==> src/rtl/ctx_shadow_pkg.sv <==
package ctx_shadow_pkg;
    localparam int STAT_W = 5;
    localparam int WREG_W = 8;
    localparam int BANK_W = 4;
    localparam int CTX_W  = STAT_W + WREG_W + BANK_W;

    typedef struct packed {
        logic [STAT_W-1:0] stat;
        logic [WREG_W-1:0] wreg;
        logic [BANK_W-1:0] bank;
    } ctx_t;

    typedef struct packed {
        logic capture;
        logic restore;
    } ctx_evt_t;
endpackage

==> src/rtl/ctx_evt_decode.sv <==
module ctx_evt_decode
    import ctx_shadow_pkg::*;
(
    input  logic     vec_lo,
    input  logic     vec_hi,
    input  logic     call_fast,
    input  logic     ret_strobe,
    input  logic     ret_fast,
    output ctx_evt_t evt
);
    always_comb begin
        evt.capture = vec_lo | vec_hi | call_fast;
        evt.restore = ret_strobe & ret_fast;
    end
endmodule

==> src/rtl/ctx_shadow_store.sv <==
module ctx_shadow_store
    import ctx_shadow_pkg::*;
(
    input  logic     clk,
    input  logic     rst_n,
    input  ctx_evt_t evt,
    input  ctx_t     live,
    output ctx_t     shadow,
    output ctx_t     rest_data,
    output logic     rest_valid
);
    typedef struct packed {
        ctx_t shadow;
        ctx_t rest;
        logic valid;
    } store_t;

    store_t st_d, st_q;

    always_comb begin
        st_d       = st_q;
        st_d.valid = evt.restore;
        if (evt.restore) begin
            st_d.rest = st_q.shadow;
        end
        if (evt.capture) begin
            st_d.shadow = live;
        end
    end

    always_ff @(posedge clk or negedge rst_n) begin
        if (!rst_n) begin
            st_q <= '0;
        end else begin
            st_q <= st_d;
        end
    end

    assign shadow     = st_q.shadow;
    assign rest_data  = st_q.rest;
    assign rest_valid = st_q.valid;
endmodule

==> src/rtl/ctx_pending_track.sv <==
module ctx_pending_track
    import ctx_shadow_pkg::*;
(
    input  logic     clk,
    input  logic     rst_n,
    input  ctx_evt_t evt,
    output logic     clobber
);
    typedef struct packed {
        logic pending;
        logic clobber;
    } trk_t;

    trk_t tr_d, tr_q;

    always_comb begin
        tr_d         = tr_q;
        tr_d.clobber = evt.capture & tr_q.pending & ~evt.restore;
        if (evt.capture) begin
            tr_d.pending = 1'b1;
        end else if (evt.restore) begin
            tr_d.pending = 1'b0;
        end
    end

    always_ff @(posedge clk or negedge rst_n) begin
        if (!rst_n) begin
            tr_q <= '0;
        end else begin
            tr_q <= tr_d;
        end
    end

    assign clobber = tr_q.clobber;
endmodule

==> src/rtl/ctx_shadow_regs.sv <==
module ctx_shadow_regs
    import ctx_shadow_pkg::*;
(
    input  logic              clk,
    input  logic              rst_n,
    input  logic [STAT_W-1:0] live_stat,
    input  logic [WREG_W-1:0] live_wreg,
    input  logic [BANK_W-1:0] live_bank,
    input  logic              vec_lo,
    input  logic              vec_hi,
    input  logic              call_fast,
    input  logic              ret_strobe,
    input  logic              ret_fast,
    output logic [STAT_W-1:0] rst_stat,
    output logic [WREG_W-1:0] rst_wreg,
    output logic [BANK_W-1:0] rst_bank,
    output logic              rst_valid,
    output logic              ctx_clobber
);
    ctx_evt_t evt;
    ctx_t     live;
    ctx_t     shadow;
    ctx_t     rest_data;

    assign live.stat = live_stat;
    assign live.wreg = live_wreg;
    assign live.bank = live_bank;

    ctx_evt_decode u_dec (
        .vec_lo     (vec_lo),
        .vec_hi     (vec_hi),
        .call_fast  (call_fast),
        .ret_strobe (ret_strobe),
        .ret_fast   (ret_fast),
        .evt        (evt)
    );

    ctx_shadow_store u_store (
        .clk        (clk),
        .rst_n      (rst_n),
        .evt        (evt),
        .live       (live),
        .shadow     (shadow),
        .rest_data  (rest_data),
        .rest_valid (rst_valid)
    );

    ctx_pending_track u_trk (
        .clk     (clk),
        .rst_n   (rst_n),
        .evt     (evt),
        .clobber (ctx_clobber)
    );

    assign rst_stat = rest_data.stat;
    assign rst_wreg = rest_data.wreg;
    assign rst_bank = rest_data.bank;
endmodule

==> config.mk <==
export PLATFORM = sky130hd
export DESIGN_NAME = ctx_shadow_regs
export DESIGN_NICKNAME = d
export VERILOG_FILES = /design/src/rtl/ctx_shadow_pkg.sv /design/src/rtl/ctx_evt_decode.sv /design/src/rtl/ctx_shadow_store.sv /design/src/rtl/ctx_pending_track.sv /design/src/rtl/ctx_shadow_regs.sv
export SDC_FILE = /design/constraint.sdc
export NUM_CORES = 1
export LEC_CHECK = 0
export ABC_CLOCK_PERIOD_IN_PS = 1200
export BUFFER_PORTS_ARGS = -buffer_cell sky130_fd_sc_hd__clkbuf_2
export CORE_MARGIN = 2
export CORE_UTILIZATION = 40
export DETAILED_ROUTE_END_ITERATION = 8
export PLACE_DENSITY = 0.74
export SYNTH_ARGS = -nofsm -noshare
export SYNTH_HDL_FRONTEND = slang
export SYNTH_SLANG_ARGS = --single-unit
==> constraint.sdc <==
create_clock -name clk -period 1.2 [get_ports clk]
set_input_delay 0.24 -clock clk [delete_from_list [all_inputs] [get_ports clk]]
set_output_delay 0.24 -clock clk [all_outputs]
set_load 0.1 [all_outputs]
======== After elaboration in Yosys (flattened, before gate mapping) ========
Index checks and enable logic that the tools add are counted.
storage, ports and cells
  flip-flop bits (word level) ............. 37
  input port bits ......................... 24
  output and inout bits ................... 19
  word-level logic and storage cells ...... 18
cells by class
  multiplexer cells ....................... 2
  bitwise logic cells ..................... 6
  reductions and logical operators ........ 1
operator list
  cell                count
  bitwise AND 1 bit   3
  two-way mux 1 bit   2
  OR 1 bit            2
  nonzero test 2 bit  1
  inverter 1 bit      1

======== Depth between registers and ports, before layout ========
  depth after elaboration ................. 4
  gate-level depth with buffers ........... 3
  depth with buffers taken out ............ 2

======== By module ========
Synthesis repeated with hierarchy kept, for this count alone.
second synthesis, totals
  cells, all modules ...................... 80
  area total of the unflattened synthesis .. 1476.4 um2
modules (own cells, without submodules)
  module             instances  cells each  area an instance (um2)  seq. area each (um2)
  ctx_shadow_store   1          73          1396.3                  875.8
  ctx_pending_track  1          5           67.6                    50.0
  ctx_evt_decode     1          2           12.5                    0.0

======== Least setup slack after synthesis ========
No wires, ideal clock.
  kind .................................... register to register
  start ................................... register u_store.rest_data[0] (netlist name)
  end ..................................... register u_store.st_q (netlist bit u_store.rest_data[0])
  library setup time ...................... 0.126 ns
  arrival time ............................ 1.134 ns
  required time ........................... 1.074 ns
  slack ................................... -0.060 ns
  stages on the path, launching flop included .. 2
  buffers on the path ..................... 0
  period minus slack after synthesis ...... 1.260 ns
  cells stage by stage .................... dfrtp_1 mux2_2
RTL lines
  item                  RTL line                text
  to (signal assigned)  ctx_shadow_store.sv:35  st_q <= st_d;
  to (decl)             ctx_shadow_store.sv:18  store_t st_d, st_q;

======== Worst setup path after layout ========
  start ................................... register u_store.st_q (netlist bit u_store.rest_data[11])
  end ..................................... output port rst_wreg[7]
RTL lines
  item       RTL line               text
  to (decl)  ctx_shadow_regs.sv:15  output logic [WREG_W-1:0] rst_wreg,
No word-level cell between the ends.

==> impl_metrics.py <==
metrics = {
    "status": {
        "outcome": "finished with violations",
        "violations": "setup timing",
    },
    "detailed_routing": {
        "drtAntennaViolNets": 0,
        "drtIter0Drc": 12,
        "vias_per_cell": 4.64,
        "drt_pass1_iterations": 2,
        "drc": 0,
        "wire_per_inst_um": 14.1,
        "routed-via-count": 822,
        "routed_wl_mm": 2.50,
    },
    "yosys": {
        "ys_ff_latch": 37,
        "syn_area_um2": 1370,
        "synth.distinct_cells": 9,
        "syn_nets": 103,
        "synth_cells": 79,
        "ys_seq_area_share_pct": 67.4,
        "yosys_warnings": 0,
        "avgSynthCellArea_um2": 17.4,
    },
    "critical_path": {
        "critPathTopFamily": "flip-flops",
        "slowest_stage": "dfrtp_2",
        "worstPathCellList": "buf_12",
        "max_stage_delay_ns": 0.45,
        "path_max_fanout": 2,
        "rr_startpoint": "u_store.rest_data[12]$_DFFE_PN0P_",
        "arrival_ns": 0.96,
        "crit_start": "u_store.rest_data[11]$_DFFE_PN0P_",
        "crit_required_ns": 0.96,
        "start_kind": "flop",
        "critPathCaptureType": "primary output",
        "crit_type": "reg -> out",
        "path_buf_inv": 1,
    },
    "final_layout": {
        "nNetsFinal": 154,
        "diodes": 0,
        "fin_cells": 177,
        "final_cell_mix": "mux2_2, clkbuf_2, buf_12, dfrtp_1, dfrtp_2",
        "drive_gt1_share_pct": 82.4,
        "synthToLayoutAreaGrowth_pct": 53.4,
        "layout_commonest_cell": "mux2_2",
    },
    "grt": {
        "grt_pass1_wl_mm": 4.22,
        "grt_max_degree": 38,
        "use_met1_pct": 16.4,
        "grt_busiest_layer": "met2",
        "grt_use_met2_pct": 23.3,
        "track_usage_pct": 14.8,
        "gr-total-overflow": 0,
        "grt.met3_usage_pct": 7.39,
        "antenna_found_initial": 0,
        "first_global_vias": 851,
    },
    "timing": {
        "finalSetupTns_ns": -0.00435,
        "setup_ws_ns": -0.00435,
        "drv_slew": 0,
        "relSlewSlack_pct": 87.0,
        "rsz0062_at_grt": "true",
        "finClkSkew_ns": 0.00888,
        "max_freq_ghz": 0.830,
        "min_period_over_period_pct": 100,
        "finalSetupViolations": 1,
        "timing_hold_violations_final": 0,
        "worstMarginPinSlew_ns": 0.194,
        "min_period_ns": 1.20,
    },
    "cts": {
        "cts_root_buffer": "clkbuf_4",
        "htreeDepth": 2,
        "post_cts_resized": 0,
        "clock_sinks": 37,
        "clk_pin_slew_ns": 0.11,
        "cts.path.max_buffers": 2,
        "cts_tree": "yes",
        "cts_made_buffers": 5,
        "clock_latency_ns": 0.34,
    },
    "die": {
        "dieArea_um2": 3920,
        "core_area_um2": 3310,
        "die_width_um": 62.6,
        "start_util_pct": 41.5,
        "die_h_um": 62.6,
        "rows": 21,
        "ios": 43,
    },
    "placed_design": {
        "dp_cells": 167,
        "dp_hpwl_mm": 1.85,
        "gp_congestion": 0.653,
        "place.port_buffers": 42,
    },
    "min_path": {
        "hold_class": "in -> reg",
        "worstHoldStart": "live_bank[1]",
    },
    "pwr": {
        "total_leakage_power_nw": 0.932,
        "peakVddDrop_mv": 1.01,
        "cellPowerDensity_nw_per_um2": 1920,
    },
    "flow_run": {
        "max_cap_violations": 0,
    },
}
==> cells in the mapped netlist <==
cell type | count | area share (%)
inv_1 | 1 | 0.27
nand2_1 | 1 | 0.27
nor3_4 | 1 | 1.2
mux2_2 | 34 | 28
buf_6 | 1 | 0.82
buf_2 | 2 | 0.73
dfrtp_1 | 37 | 67
a21bo_2 | 1 | 0.73
and3b_2 | 1 | 0.73
==> kinds of logic after synthesis <==
| kind of cell | after synthesis | share of synthesized area, % |
|---|---|---|
| DFF | 37 | 67.4 |
| muxes | 34 | 27.9 |
| buffers and inverters | 4 | 1.82 |
| and+or+nand+nor | 3 | 2.19 |
| AOI/OAI and AO/OA | 1 | 0.729 |
==> stage by stage <==
| stage | area (µm²) | power, mW | hold WS [ns] | setup slack (ns) | util, % |
|---|---|---|---|---|---|
| after global routing | 2110 | 4.21 | 0.0899 | -0.0669 | 63.6 |
| after detailed placement | 1990 | 3.03 | 0.229 | -0.0247 | 60.0 |
| after global placement | 1990 | 3.00 | 0.216 | 0.0104 | 60.0 |
| after floorplan | 1400 | 2.40 | -0.0556 | -0.0396 | - |
| after CTS | 2110 | 4.09 | 0.108 | -0.0256 | 63.6 |
| final | 2110 | 4.05 | 0.125 | -0.00435 | 63.6 |
==> sequential cells by signal, indices dropped and copies added (netlist names) <==
name	cells
u_trk.tr_q	1
u_store.shadow	17
u_store.rest_data	17
u_trk.clobber	1
u_store.rest_valid	1
==> where the power goes <==
group / switching (mW) / internal (mW)
Combinational: 0.903 / 0.563
Sequential: 0.130 / 1.41
Clock: 0.402 / 0.645
Total: 1.44 / 2.62
==> repair_timing <==
item / in CTS / in global routing
buffers inserted: 1 / 0
hold endpoints to repair: 37 / 0
endpoints found under the setup margin: 14 / 19
hold buffers: 1 / 0
==> routing by layer <==
layer / wire (µm) / up-vias / part of all wire, %
met4: 56 / 0 / 2.2
met5: 0 / - / 0
met2: 1300 / 32 / 52
met1: 949 / 406 / 38
met3: 193 / 6 / 7.7
li1: - / 378 / -
==> path summary, 6_finish.rpt <==
kind	end	slack, ns	depth (start not counted)
max in group asynchronous	u_store.rest_data[7]$_DFFE_PN0P_	0.61	3
max	rst_wreg[7]	-0.004	1
min reg2reg	u_trk.tr_q[1]$_DFFE_PN0P_	0.51	1
min	u_store.shadow[1]$_DFFE_PN0P_	0.13	2
min in group asynchronous	u_trk.clobber$_DFF_PN0_	0.40	3
max reg2reg	u_store.rest_data[12]$_DFFE_PN0P_	0.25	2
==> layout make-up <==
| type | instances | area [µm²] |
|---|---|---|
| tap | 46 | 57.6 |
| fill | 249 | 1200 |
| sequential | 37 | 947 |
| clock buffer | 5 | 37.5 |
| inverter | 1 | 3.75 |
| timing repair buffer | 47 | 573 |
| clock inverter | 3 | 65.1 |
| multi-input combinational | 38 | 423 |
(Power assumes the default switching activity.)
